## src/rtl/frac_mulr_pkg.sv

```systemverilog
package frac_mulr_pkg;
  localparam int INSTR_W   = 32;
  localparam int REG_IDX_W = 4;
  localparam int SHAMT_W   = 2;

  localparam logic [7:0] OPC_MAJOR = 8'h93;
  localparam logic [9:0] OPC_LOWER = 10'h007;
  localparam logic [9:0] OPC_UPPER = 10'h006;

  typedef struct packed {
    logic [REG_IDX_W-1:0] dst;
    logic [SHAMT_W-1:0]   shamt;
    logic                 upper;
    logic                 opc_ok;
    logic                 shamt_ok;
  } mulr_dec_t;
endpackage

```

## src/rtl/frac_mulr_decode.sv

```systemverilog
module frac_mulr_decode
  import frac_mulr_pkg::*;
(
  input  logic [INSTR_W-1:0] instr,
  output mulr_dec_t          dec,
  output logic               legal
);
  logic [7:0] major_f;
  logic [9:0] minor_f;
  logic       unused_src_idx;

  assign major_f        = instr[7:0];
  assign minor_f        = instr[27:18];
  assign unused_src_idx = ^instr[15:8];

  always_comb begin
    dec.dst      = instr[31:28];
    dec.shamt    = instr[17:16];
    dec.upper    = (minor_f == OPC_UPPER);
    dec.opc_ok   = (major_f == OPC_MAJOR) &&
                   ((minor_f == OPC_UPPER) || (minor_f == OPC_LOWER));
    dec.shamt_ok = (instr[17:16] == 2'd0) || (instr[17:16] == 2'd1);
  end

  assign legal = dec.opc_ok && dec.shamt_ok;
endmodule

```

## src/rtl/frac_mulr_dp.sv

```systemverilog
module frac_mulr_dp #(
  parameter int HW = 16
) (
  input  logic [2*HW-1:0] src_a,
  input  logic [2*HW-1:0] src_b,
  input  logic            upper,
  input  logic            shift_one,
  output logic [2*HW-1:0] inter,
  output logic            sat_hit,
  output logic            adv
);
  localparam int W = 2 * HW;
  localparam logic [HW-1:0] HALF_MIN = {1'b1, {(HW-1){1'b0}}};
  localparam logic [W-1:0]  RND      = {{HW{1'b0}}, 1'b1, {(HW-1){1'b0}}};
  localparam logic [W-1:0]  SAT      = {1'b0, {(W-1){1'b1}}};

  function automatic logic [HW-1:0] pick_half(logic [W-1:0] v, logic hi);
    return hi ? v[W-1:HW] : v[HW-1:0];
  endfunction

  function automatic logic [W-1:0] frac_mul(logic [HW-1:0] x, logic [HW-1:0] y,
                                             logic dbl);
    logic signed [W-1:0] p;
    p = $signed(x) * $signed(y);
    return dbl ? {p[W-2:0], 1'b0} : p;
  endfunction

  logic [HW-1:0] op_x, op_y;
  logic [W-1:0]  prod_sh;

  assign op_x    = pick_half(src_a, upper);
  assign op_y    = pick_half(src_b, upper);
  assign prod_sh = frac_mul(op_x, op_y, shift_one);
  assign sat_hit = (op_x == HALF_MIN) && (op_y == HALF_MIN) && shift_one;
  assign inter   = sat_hit ? SAT : (prod_sh + RND);
  assign adv     = inter[W-1] ^ inter[W-2];
endmodule

```

## src/rtl/frac_mulr_unit.sv

```systemverilog
module frac_mulr_unit
  import frac_mulr_pkg::*;
#(
  parameter int HW = 16
) (
  input  logic                 clk,
  input  logic                 rst,
  input  logic                 in_valid,
  input  logic [INSTR_W-1:0]   instr,
  input  logic [2*HW-1:0]      src_a,
  input  logic [2*HW-1:0]      src_b,
  input  logic                 sticky_av_in,
  output logic                 out_valid,
  output logic [REG_IDX_W-1:0] dst_idx,
  output logic [2*HW-1:0]      result,
  output logic                 flag_we,
  output logic                 ovf_out,
  output logic                 adv_ovf,
  output logic                 sticky_av_out,
  output logic                 illegal
);
  localparam int W = 2 * HW;
  localparam logic [W-1:0] SAT_RES = {1'b0, {(HW-1){1'b1}}, {HW{1'b0}}};

  mulr_dec_t     dec;
  logic          legal;
  logic [W-1:0]  inter;
  logic          sat_hit;
  logic          adv;

  frac_mulr_decode u_dec (
    .instr (instr),
    .dec   (dec),
    .legal (legal)
  );

  frac_mulr_dp #(.HW(HW)) u_dp (
    .src_a     (src_a),
    .src_b     (src_b),
    .upper     (dec.upper),
    .shift_one (dec.shamt == 2'd1),
    .inter     (inter),
    .sat_hit   (sat_hit),
    .adv       (adv)
  );

  always_ff @(posedge clk) begin
    if (rst) begin
      out_valid     <= 1'b0;
      dst_idx       <= '0;
      result        <= '0;
      flag_we       <= 1'b0;
      adv_ovf       <= 1'b0;
      sticky_av_out <= 1'b0;
      illegal       <= 1'b0;
    end else begin
      out_valid <= in_valid;
      if (in_valid) begin
        dst_idx       <= dec.dst;
        result        <= legal ? {inter[W-1:HW], {HW{1'b0}}} : '0;
        flag_we       <= legal;
        adv_ovf       <= legal & adv;
        sticky_av_out <= sticky_av_in | (legal & adv);
        illegal       <= ~legal;
      end
    end
  end

  assign ovf_out = 1'b0;


  out_valid_chk: assert property (@(posedge clk) disable iff (rst)
    in_valid |=> out_valid);


  idle_hold_chk: assert property (@(posedge clk) disable iff (rst)
    !in_valid |=> !out_valid && $stable(result) && $stable(dst_idx));


  low_half_chk: assert property (@(posedge clk) disable iff (rst)
    out_valid |-> result[HW-1:0] == '0);


  illegal_quiet_chk: assert property (@(posedge clk) disable iff (rst)
    out_valid && illegal |-> result == '0 && !flag_we && !adv_ovf);


  sticky_chk: assert property (@(posedge clk) disable iff (rst)
    out_valid && flag_we |-> sticky_av_out == (adv_ovf | $past(sticky_av_in)));


  sat_path_chk: assert property (@(posedge clk) disable iff (rst)
    in_valid && legal && sat_hit |=> result == SAT_RES && adv_ovf);


  dst_field_chk: assert property (@(posedge clk) disable iff (rst)
    in_valid |=> dst_idx == $past(instr[31:28]));
endmodule

```

## config.mk

```make
export PLATFORM = sky130hd
export DESIGN_NAME = frac_mulr_unit
export DESIGN_NICKNAME = d
export VERILOG_FILES = /design/src/rtl/frac_mulr_pkg.sv /design/src/rtl/frac_mulr_decode.sv /design/src/rtl/frac_mulr_dp.sv /design/src/rtl/frac_mulr_unit.sv
export SDC_FILE = /design/constraint.sdc
export NUM_CORES = 1
export LEC_CHECK = 0
export BUFFER_PORTS_ARGS = -buffer_cell sky130_fd_sc_hd__clkbuf_2
export CAP_MARGIN = 15
export CORE_MARGIN = 10
export CORE_UTILIZATION = 25
export DETAILED_ROUTE_END_ITERATION = 12
export HOLD_SLACK_MARGIN = 0.08
export PLACE_DENSITY = 0.42
export SYNTH_ARGS = -nofsm -noshare
export SYNTH_HDL_FRONTEND = slang
export SYNTH_SLANG_ARGS = --single-unit
```

## constraint.sdc

```tcl
create_clock -name clk -period 29.5 [get_ports clk]
set_input_delay 4.425 -clock clk [delete_from_list [all_inputs] [get_ports clk]]
set_output_delay 4.425 -clock clk [all_outputs]
set_load 0.01 [all_outputs]
```

==> results of run 1 <==
==> synth_stat cells, drive strengths merged, types with 8 or more instances <==
| cell | n |
|---|---|
| o21ai | 31 |
| nand3 | 28 |
| nor3 | 9 |
| dfxtp | 25 |
| clkbuf | 45 |
| fa | 261 |
| nor4 | 13 |
| nand2 | 222 |
| and2 | 11 |
| or3 | 8 |
| nand4 | 22 |
| nor2 | 171 |
| xor2 | 9 |
| a21oi | 42 |
| a21o | 18 |
| mux2 | 9 |
| mux2i | 45 |
| ha | 80 |
| xnor2 | 23 |
| buf | 25 |
| a31oi | 9 |
| inv | 299 |
==> registers in the layout (all words and copies together) (netlist names) <==
signal,flops
out_valid,1
sticky_av_out,1
result,16
adv_ovf,1
dst_idx,4
flag_we,1
illegal,1
==> worst reg2reg max path, stage by stage, from the launching register on <==
cell                       delay, ns
sky130_fd_sc_hd__dfxtp_1        0.34
sky130_fd_sc_hd__nor2_1         0.05
sky130_fd_sc_hd__a211oi_1       0.20
==> layout by cell type (no fill, tap or decap), drive strengths merged, types with 22 or more instances in the layout <==
cell and count:
a21oi 42, buf 26, xnor2 23, nand3 28, clkbuf 120, nand4 22
nor2 171, fa 261, mux2i 45, ha 80, dfxtp 25, nand2 222
o21ai 31, inv 299
==> kinds of logic after synthesis <==
| group | Yosys count | synth area share |
|---|---|---|
| AOI/OAI and AO/OA | 161 | 0.0868 |
| xor gates and xnor gates | 32 | 0.0227 |
| adders and majority gates | 341 | 0.503 |
| buffers and inverters | 369 | 0.117 |
| DFF | 25 | 0.0404 |
| muxes | 54 | 0.0446 |
| other | 1 | 0.000303 |
| and+or+nand+nor | 520 | 0.185 |
==> how the worst min path moves through the flow <==
stage	start	end	slack (ns)	depth (start not counted)
global placement	adv_ovf	adv_ovf	0.43	2
global route	adv_ovf	adv_ovf	0.46	2
finish	adv_ovf	adv_ovf	0.44	2
detailed placement	adv_ovf	adv_ovf	0.44	2
floorplan	adv_ovf	adv_ovf	0.46	2
CTS	adv_ovf	adv_ovf	0.44	2
==> metrics by stage <==
stage | util | instance area, um^2 | worst slack (ns) | instances
6_report | 0.282 | 13800 | 15.59 | 2260
5_1_grt | 0.282 | 13800 | 15.06 | 2259
4_1_cts | 0.282 | 13800 | 15.71 | 2258
3_5_place_dp | 0.280 | 13700 | 15.46 | 2254
3_3_place_gp | 0.280 | 13700 | 15.48 | 2254
2_1_floorplan | - | 12400 | 16.52 | 1519
==> final cells by class <==
type                            count  area share
Tap cell                          664      0.0602
Antenna cell                        1    0.000181
Sequential cell                    25      0.0362
Clock buffer                        4     0.00571
Multi-Input combinational cell   1125       0.760
Timing Repair Buffer              142      0.0565
Inverter                          299      0.0813
==> routing by layer <==
layer / GRT usage / up-vias / part of all wire
met5: 0 / - / 0.00034
li1: - / 4864 / -
met3: 0.0194 / 32 / 0.063
met2: 0.226 / 301 / 0.48
met1: 0.182 / 5308 / 0.45
met4: 0.0181 / 2 / 0.014
==> out/qor.txt, run 1 <==
LOGIC SYNTHESIS
--------------------------------------------------------------------------------------
Number of synthesized flops with an enable pin ..........................            0
Post-synthesis sequential area ratio ....................................       0.0404
Most common flop cell mapped by yosys ................................... sky130_fd_sc_hd__dfxtp_1
Synthesized area ........................................................  12,400 um^2
Flops & latches, synth ..................................................           25
Post-synthesis cell count ...............................................        1,503
Fraction of synthesis flops using an asynchronous set or reset pin ......            0
Post-synth top area cell ................................................ sky130_fd_sc_hd__fa_1
Yosys synthesis warning count ...........................................            0
Synthesized area per cell ...............................................    8.23 um^2
Yosys top cell area share ...............................................        0.422
Number of distinct standard cells referenced by the synthesized netlist .           68
Top area cells in the synthesized netlist ............................... sky130_fd_sc_hd__fa_1 (42%), sky130_fd_sc_hd__inv_1 (9.1%), sky130_fd_sc_hd__ha_1 (8.1%)

SETUP PATH
--------------------------------------------------------------------------------------
Cell family with the largest share of critical-path delay ...............  adder cells
Data arrival time of the critical path ..................................     14.03 ns
Stages on the worst setup path ..........................................           31
Critical Path Max Stage Delay ...........................................      0.95 ns
Worst-path cell with the longest stage delay ............................ sky130_fd_sc_hd__mux2i_1
Kind of start point of the critical path ................................    input pin
Required time of the worst setup path ...................................     29.62 ns
Worst Path Buf+Inv ......................................................            6
Reg2reg end .............................................................      illegal
End point of the critical path ..........................................   result[29]
Kind of capture point of the worst setup path ...........................     register
Start point of the critical path ........................................    instr[27]
Startpoint of the worst register-to-register path .......................      illegal
Number of cells on the worst reg-to-reg path ............................            2
Crit-path max FO ........................................................           32
Reg-to-reg slack, setup .................................................     28.84 ns
Critical Path Most Common Cell .......................................... sky130_fd_sc_hd__fa_1
Startpoint-to-endpoint class of the critical path ....................... input pin to register

GRT
--------------------------------------------------------------------------------------
Maximum number of pins on one net before global-route repair ............           49
Via count of the first global-routing pass ..............................       11,300
Total Routing Usage GR ..................................................        0.134
Antenna violations before repair ........................................            2
Wire length of the first global-routing pass ............................    63,400 um
Remaining global-route overflow .........................................            0

LAYOUT
--------------------------------------------------------------------------------------
Register cell area after layout .........................................     500 um^2
Number of fill cells in the layout ......................................        5,433
Footprint of the multi-input gates ......................................  10,500 um^2
Layout Nets .............................................................        2,037
Layout cells sized above 1 ..............................................        0.107
Synthesis-to-layout area growth .........................................        11.6%

CLOCKING
--------------------------------------------------------------------------------------
Number of sinks handled by clock tree synthesis .........................           25
H-tree Lvls .............................................................            1
Number of gates resized after CTS .......................................            0
Clock slew seen by the registers of the worst setup and hold paths ......      0.06 ns
CTS Buf Count ...........................................................            3
Clk_lat worst skew ......................................................      0.26 ns
Post-CTS setup-driven buffer insertion count ............................            0
CTS Buffer Depth ........................................................            2
TritonCTS clock tree ....................................................         done
Quantity of hold-fixing buffers added after cts .........................            0
Root Buffer Master ...................................................... sky130_fd_sc_hd__clkbuf_16

STA
--------------------------------------------------------------------------------------
Final Critical Period ...................................................     13.91 ns
Hold Slack ..............................................................     0.443 ns
Final hold violations ...................................................            0
Fin crit share ..........................................................        0.471
Slew Limit Headroom .....................................................        0.178
Accumulated negative setup slack ........................................         0 ns
Worst clock skew ........................................................         0 ns
Slew Limit Fails ........................................................            0
Pin slew with the least headroom to its limit ...........................      1.20 ns
Unrepaired setup endpoints after global routing .........................           no
Upper clock frequency limit .............................................     71.9 MHz
Setup-violating endpoint count in the final report ......................            0

ROUTE
--------------------------------------------------------------------------------------
Total via count after detailed routing ..................................       10,500
Router iterations before antenna repair .................................            6
Vias per cell ...........................................................         4.65
Total routed wirelength .................................................    38,800 um
Count of unresolved DRC violations after routing ........................            0
Number of antenna-violating nets in the routed design ...................            0
Wire length per cell ....................................................      17.1 um
First DRT Iteration DRCs ................................................          631

DIE
--------------------------------------------------------------------------------------
Die Ht ..................................................................       242 um
Top-level I/O count .....................................................          142
Floorplan row count .....................................................           81
Die outline width .......................................................       242 um
Area of the core ........................................................  49,000 um^2
Die Footprint ...........................................................  58,800 um^2
Starting density of the core ............................................        0.253

HOLD PATH
--------------------------------------------------------------------------------------
Class of the tightest hold or removal check ............................. register to register

OUTCOME
--------------------------------------------------------------------------------------
Run status .............................................................. finished clean

PLACE
--------------------------------------------------------------------------------------
Final Wtd Congestion ....................................................        0.814
Count of input and output buffers .......................................          116
Sum of net half-perimeters after detailed placement .....................    33,200 um

RUN
--------------------------------------------------------------------------------------
Maximum capacitance violations ..........................................            0

Power of run 1 is left out: the tool's default activity adds up to more than one toggle a clock period on the data nets, which glitch-free logic cannot reach.
==> run 2, diff against run 1 <==
Settings changed: PLACE_DENSITY 0.42 to 0.43.
Clock period 29.5 ns to 12.7 ns, I/O delays scaled along.
==> run 2 against run 1 <==
  * Global-route usage is 0.26 points lower
  * Wire length fell by 1.5%
  * Count of clock-buffer cells in the layout unchanged
  * Final cell count increased by 0.13%
  * Highest routed layer is now met4
  * Non-clock buffer count is 4 higher
  * Register-to-register slack worse by 17 ns
  * Sequential share of layout area barely moved
  * Flip-flop and latch count unchanged
  * Critical path type unchanged
==> out/qor.txt, run 2 (synthesis gave the netlist of run 1 again) <==
OUTCOME
---------------------------------------------------------------------------------
Run status ......................................................... finished clean   unchanged

ROUTE
---------------------------------------------------------------------------------
Wire length per cell ...............................................      16.9 um   was 17.1 um
Met3 routed WL .....................................................      2360 um   was 2450 um
Router iterations before antenna repair ............................            5   was 6
Highest metal layer used by the detailed router ....................         met4   was met5
Total routed wirelength ............................................    38,200 um   was 38,800 um
Count of unresolved DRC violations after routing ...................            0   unchanged
Vias per cell ......................................................         4.58   was 4.65
Length of routed wiring on met1 ....................................    17,500 um   was 17,300 um
Total length of routed met2 wires ..................................    17,900 um   was 18,500 um
Number of antenna-violating nets in the routed design ..............            0   unchanged
First DRT Iteration DRCs ...........................................          640   was 631
Total via count after detailed routing .............................       10,400   was 10,500

SETUP PATH
---------------------------------------------------------------------------------
Startpoint of the worst register-to-register path ..................      illegal   unchanged
Number of cells on the worst reg-to-reg path .......................            2   unchanged
Start point of the critical path ...................................    instr[27]   unchanged
Kind of start point of the critical path ...........................    input pin   unchanged
Data arrival time of the critical path .............................     11.35 ns   was 14.03 ns
Required time of the worst setup path ..............................     12.82 ns   was 29.62 ns
Critical Path Max Stage Delay ......................................      0.69 ns   was 0.95 ns
Crit-path max FO ...................................................           20   was 32
Reg-to-reg slack, setup ............................................     11.99 ns   was 28.84 ns
Startpoint-to-endpoint class of the critical path .................. input pin to register   unchanged
Kind of capture point of the worst setup path ......................     register   unchanged
Worst-path cell with the longest stage delay ....................... sky130_fd_sc_hd__and4b_2   was sky130_fd_sc_hd__mux2i_1
Reg2reg end ........................................................      illegal   unchanged
Critical Path Most Common Cell ..................................... sky130_fd_sc_hd__fa_1   unchanged

LAYOUT
---------------------------------------------------------------------------------
Layout Nets ........................................................        2,041   was 2,037
Register with the highest flop count ...............................       result   unchanged
Layout cells sized above 1 .........................................        0.107   about the same
Max reg flops ......................................................           16   unchanged
Post-layout instance count excluding filler cells ..................        2,263   was 2,260
Number of diodes added for antenna fixing ..........................            0   was 1
Commonest non-fill, non-tap cell in the layout ..................... sky130_fd_sc_hd__inv_1   unchanged
Most frequent cells in the layout .................................. sky130_fd_sc_hd__inv_1 (299), sky130_fd_sc_hd__fa_1 (261), sky130_fd_sc_hd__nand2_1 (222)   unchanged
Synthesis-to-layout area growth ....................................        11.8%   was 11.6%
Registers with the most flip-flops ................................. result x16, dst_idx x4   unchanged

GRT
---------------------------------------------------------------------------------
Via count of the first global-routing pass .........................       11,100   was 11,300
Maximum number of pins on one net before global-route repair .......           49   unchanged
Wire length of the first global-routing pass .......................    62,300 um   was 63,400 um
Remaining global-route overflow ....................................            0   unchanged
Antenna violations before repair ...................................            1   was 2
Total Routing Usage GR .............................................        0.131   was 0.134

PLACE
---------------------------------------------------------------------------------
Final Wtd Congestion ...............................................        0.840   was 0.814
Sum of net half-perimeters after detailed placement ................    32,900 um   was 33,200 um
Dpl cells ..........................................................        2,258   was 2,254
Count of input and output buffers ..................................          116   unchanged

CLOCKING
---------------------------------------------------------------------------------
Quantity of hold-fixing buffers added after cts ....................            0   unchanged
Number of gates resized after CTS ..................................            0   unchanged
Clk_lat worst skew .................................................      0.26 ns   about the same
Post-CTS setup-driven buffer insertion count .......................            0   unchanged
TritonCTS clock tree ...............................................         done   unchanged
CTS Buf Count ......................................................            3   unchanged
Clock slew seen by the registers of the worst setup and hold paths .      0.06 ns   about the same
CTS Buffer Depth ...................................................            2   unchanged
H-tree Lvls ........................................................            1   unchanged
Root Buffer Master ................................................. sky130_fd_sc_hd__clkbuf_16   unchanged
Number of sinks handled by clock tree synthesis ....................           25   unchanged

STA
---------------------------------------------------------------------------------
Slew Limit Headroom ................................................        0.279   was 0.178
Final Critical Period ..............................................     11.22 ns
Fin crit share .....................................................        0.884
Accumulated negative setup slack ...................................         0 ns   unchanged
Unrepaired setup endpoints after global routing ....................           no   unchanged
Hold Slack .........................................................     0.450 ns   was 0.443 ns
Setup-violating endpoint count in the final report .................            0   unchanged
Final hold violations ..............................................            0   unchanged
Pin slew with the least headroom to its limit ......................      1.05 ns   was 1.20 ns
Upper clock frequency limit ........................................     89.1 MHz
Worst clock skew ...................................................         0 ns   unchanged
Slew Limit Fails ...................................................            0   unchanged

DIE
---------------------------------------------------------------------------------
Floorplan row count ................................................           81   unchanged
Die Footprint ......................................................  58,800 um^2   unchanged
Top-level I/O count ................................................          142   unchanged
Die Ht .............................................................       242 um   unchanged
Starting density of the core .......................................        0.253   unchanged
Die outline width ..................................................       242 um   unchanged
Area of the core ...................................................  49,000 um^2   unchanged

HOLD PATH
---------------------------------------------------------------------------------
Class of the tightest hold or removal check ........................ register to register   unchanged
Hold Path Origin ...................................................      flag_we   was adv_ovf
Hold Crit Depth ....................................................            2   unchanged
Hold Crit Endpoint .................................................      flag_we   was adv_ovf

RUN
---------------------------------------------------------------------------------
Maximum capacitance violations .....................................            0   unchanged

[run 2: changes by cell type in the layout (fill, tap and decap cells not counted)]
| cell | previous run | this run |
|---|---|---|
| sky130_fd_sc_hd__buf_4 | 25 | 29 |
| sky130_fd_sc_hd__buf_12 | 0 | 1 |
| sky130_fd_sc_hd__buf_6 | 1 | 0 |
| sky130_fd_sc_hd__diode_2 | 1 | 0 |
| sky130_fd_sc_hd__mux2i_1 | 42 | 45 |
| sky130_fd_sc_hd__mux2i_2 | 3 | 0 |
[run 2: routing by layer]
metal  GRT usage  vias up
met4      0.0107        0
met2       0.224      269
li1            -     4870
met5           0        -
met3      0.0200       23
met1       0.178     5210
[run 2: worst max-delay path: cells and delay by family]
kind | cells | cell delay (ns)
XOR/XNOR | 1 | 0.13
buffers and inverters | 5 | 0.64
AO/OA/AOI/OAI | 7 | 1.68
adder cells (fa/ha/maj) | 8 | 3.74
AND/OR/NAND/NOR | 9 | 3.21
[run 2: worst max path at each step]
stage / end / depth (start not counted) / slack [ns]
6_report: result[29] / 30 / 1.48
3_3_place_gp: result[29] / 30 / 1.25
2_1_floorplan: result[29] / 33 / 2.24
3_5_place_dp: result[29] / 31 / 1.24
4_1_cts: result[29] / 31 / 1.49
5_1_grt: result[29] / 31 / 0.72
[run 2: area by class of cell]
cell class	count	area, um^2
sequential	25	500
fill	5400	35100
multi-input combinational	1125	10500
inverter	299	1120
clock buffer	4	78.8
tap	664	831
timing repair buffer	146	818
[run 2: metrics by stage]
| stage | utilization | worst slack [ns] | instance area (um^2) |
|---|---|---|---|
| 2_1_floorplan | - | 2.24 | 12400 |
| 3_3_place_gp | 0.281 | 1.25 | 13700 |
| 3_5_place_dp | 0.281 | 1.24 | 13700 |
| 4_1_cts | 0.282 | 1.49 | 13800 |
| 5_1_grt | 0.283 | 0.721 | 13800 |
| 6_report | 0.283 | 1.48 | 13800 |
Power of run 2 is left out for the same reason.
==> run 3, diff against run 2 <==
Settings changed: SYNTH_HIERARCHICAL set to 1.
==> run 3 against run 2 <==
  * Flip-flop and latch count stayed put
  * Global-route usage up 0.12 points
  * Hold slack gained 0.016 ns
  * Critical path type unchanged
  * Synthesized cell count shrank 3.6%
  * Wire length is 0.71% higher
==> out/qor.txt, run 3 <==
LAYOUT
---------------------------------------------------------------------------------
Layout cells sized above 1 .........................................        0.142   was 0.107
Most frequent cells in the layout .................................. sky130_fd_sc_hd__inv_1 (293), sky130_fd_sc_hd__fa_1 (262), sky130_fd_sc_hd__nand2_1 (164)   was sky130_fd_sc_hd__inv_1 (299), sky130_fd_sc_hd__fa_1 (261), sky130_fd_sc_hd__nand2_1 (222)
Commonest non-fill, non-tap cell in the layout ..................... sky130_fd_sc_hd__inv_1   unchanged
Max reg flops ......................................................           16   unchanged
Synthesis-to-layout area growth ....................................        11.8%   about the same
Layout Nets ........................................................        1,999   was 2,041
Register with the highest flop count ...............................       result   unchanged
Number of fill cells in the layout .................................        5,364   was 5,400
Registers with the most flip-flops ................................. result x16, dst_idx x4   unchanged

SETUP PATH
---------------------------------------------------------------------------------
Startpoint-to-endpoint class of the critical path .................. input pin to register   unchanged
Startpoint of the worst register-to-register path .................. sticky_av_out   was illegal
Number of cells on the worst reg-to-reg path .......................            2   unchanged
Kind of capture point of the worst setup path ......................     register   unchanged
Required time of the worst setup path ..............................     12.88 ns   was 12.82 ns
Reg-to-reg slack, setup ............................................     12.03 ns   was 11.99 ns
Worst-path cell with the longest stage delay ....................... sky130_fd_sc_hd__fa_1   was sky130_fd_sc_hd__and4b_2
End point of the critical path ..................................... sticky_av_out   was result[29]
Cell family with the largest share of critical-path delay ..........  adder cells   unchanged
Kind of start point of the critical path ...........................    input pin   unchanged
Critical Path Most Common Cell ..................................... sky130_fd_sc_hd__fa_1   unchanged
Worst Path Buf+Inv .................................................            7   was 5
Data arrival time of the critical path .............................     11.88 ns   was 11.35 ns
Reg2reg end ........................................................ sticky_av_out   was illegal
Crit-path max FO ...................................................           14   was 20
Critical Path Max Stage Delay ......................................      0.55 ns   was 0.69 ns
Stages on the worst setup path .....................................           32   was 30
Start point of the critical path ...................................    instr[23]   was instr[27]

STA
---------------------------------------------------------------------------------
Final hold violations ..............................................            0   unchanged
Final Critical Period ..............................................     11.70 ns   was 11.22 ns
Setup-violating endpoint count in the final report .................            0   unchanged
Unrepaired setup endpoints after global routing ....................           no   unchanged
Fin crit share .....................................................        0.921   was 0.884
Slew Limit Fails ...................................................            0   unchanged
Accumulated negative setup slack ...................................         0 ns   unchanged
Worst clock skew ...................................................         0 ns   unchanged
Slew Limit Headroom ................................................        0.343   was 0.279
Upper clock frequency limit ........................................     85.5 MHz   was 89.1 MHz
Pin slew with the least headroom to its limit ......................     0.973 ns   was 1.05 ns

CLOCKING
---------------------------------------------------------------------------------
Number of sinks handled by clock tree synthesis ....................           25   unchanged
Post-CTS setup-driven buffer insertion count .......................            0   unchanged
Root Buffer Master ................................................. sky130_fd_sc_hd__clkbuf_16   unchanged
H-tree Lvls ........................................................            1   unchanged
TritonCTS clock tree ...............................................         done   unchanged
CTS Buffer Depth ...................................................            2   unchanged
Clock slew seen by the registers of the worst setup and hold paths .      0.06 ns   about the same
Number of gates resized after CTS ..................................            0   unchanged
Quantity of hold-fixing buffers added after cts ....................            0   unchanged
CTS Buf Count ......................................................            3   unchanged
Clk_lat worst skew .................................................      0.26 ns   about the same

GRT
---------------------------------------------------------------------------------
Remaining global-route overflow ....................................            0   unchanged
Via count of the first global-routing pass .........................       11,100   about the same
Wire length of the first global-routing pass .......................    62,400 um   was 62,300 um
Total Routing Usage GR .............................................        0.133   was 0.131
Maximum number of pins on one net before global-route repair .......           45   was 49
Antenna violations before repair ...................................            2   was 1

ROUTE
---------------------------------------------------------------------------------
Total routed wirelength ............................................    38,500 um   was 38,200 um
Total via count after detailed routing .............................       10,100   was 10,400
Wire length per cell ...............................................      17.3 um   was 16.9 um
Number of antenna-violating nets in the routed design ..............            0   unchanged
Count of unresolved DRC violations after routing ...................            0   unchanged
Router iterations before antenna repair ............................            5   unchanged
First DRT Iteration DRCs ...........................................          466   was 640
Vias per cell ......................................................         4.54   was 4.58

OUTCOME
---------------------------------------------------------------------------------
Run status ......................................................... finished clean   unchanged

PLACE
---------------------------------------------------------------------------------
Final Wtd Congestion ...............................................        0.856   was 0.840
Sum of net half-perimeters after detailed placement ................    32,500 um   was 32,900 um
Count of input and output buffers ..................................          116   unchanged

DIE
---------------------------------------------------------------------------------
Floorplan row count ................................................           81   unchanged
Starting density of the core .......................................        0.253   about the same
Die Footprint ......................................................  59,000 um^2   was 58,800 um^2
Top-level I/O count ................................................          142   unchanged
Die outline width ..................................................       243 um   was 242 um
Die Ht .............................................................       243 um   was 242 um
Area of the core ...................................................  49,100 um^2   was 49,000 um^2

LOGIC SYNTHESIS
---------------------------------------------------------------------------------
Synthesized area ...................................................  12,400 um^2   about the same
Synthesized area per cell ..........................................    8.57 um^2   was 8.23 um^2
Yosys synthesis warning count ......................................            6   was 0
Post-synthesis cell count ..........................................        1,449   was 1,503

HOLD PATH
---------------------------------------------------------------------------------
Class of the tightest hold or removal check ........................ register to register   unchanged

RUN
---------------------------------------------------------------------------------
Maximum capacitance violations .....................................            0   unchanged

## run 3: through the flow
step | std cells | util | hold WS, ns | cell area, um^2 | setup WS (ns)
after floorplan | 1465 | - | 0.489 | 12500 | 1.19
after global placement | 2213 | 0.282 | 0.458 | 13800 | 0.852
after detailed placement | 2213 | 0.282 | 0.457 | 13800 | 0.724
after CTS | 2217 | 0.283 | 0.468 | 13900 | 0.963
after global routing | 2217 | 0.283 | 0.483 | 13900 | 0.502
final | 2218 | 0.283 | 0.467 | 13900 | 1.00
## run 3: layout make-up
type	count	area, um^2	area share
clock buffers	4	78.8	0.00568
multi-input cells	1072	10500	0.753
inverters	293	1100	0.0792
flip-flops and latches	25	500	0.0360
repair buffers	159	916	0.0659
well taps	664	831	0.0598
diodes	1	2.50	0.000180
## run 3: worst min-delay path: stages (launching register included)
cell and delay (ns):
sky130_fd_sc_hd__dfxtp_1 0.31, sky130_fd_sc_hd__nand2b_1 0.06, sky130_fd_sc_hd__a21oi_1 0.05
## run 3: worst min-delay path by stage
stage	startpoint	to	slack (ns)	cells past startpoint
4_1_cts	result[31]	result[31]	0.47	2
3_3_place_gp	result[26]	result[26]	0.46	2
5_1_grt	result[31]	result[31]	0.48	2
2_1_floorplan	result[16]	result[16]	0.49	2
6_report	result[26]	result[26]	0.47	2
3_5_place_dp	result[31]	result[31]	0.46	2
## run 3: routing by layer
| metal | share of wire | wire length [um] | global-route usage | up-vias |
|---|---|---|---|---|
| met3 | 0.033 | 1270 | 0.0103 | 31 |
| met5 | 0 | 0 | 0 | - |
| li1 | - | - | - | 4679 |
| met2 | 0.54 | 20700 | 0.253 | 188 |
| met1 | 0.42 | 16000 | 0.164 | 5168 |
| met4 | 0.010 | 402 | 0.0136 | 0 |
Power of run 3 is left out for the same reason.
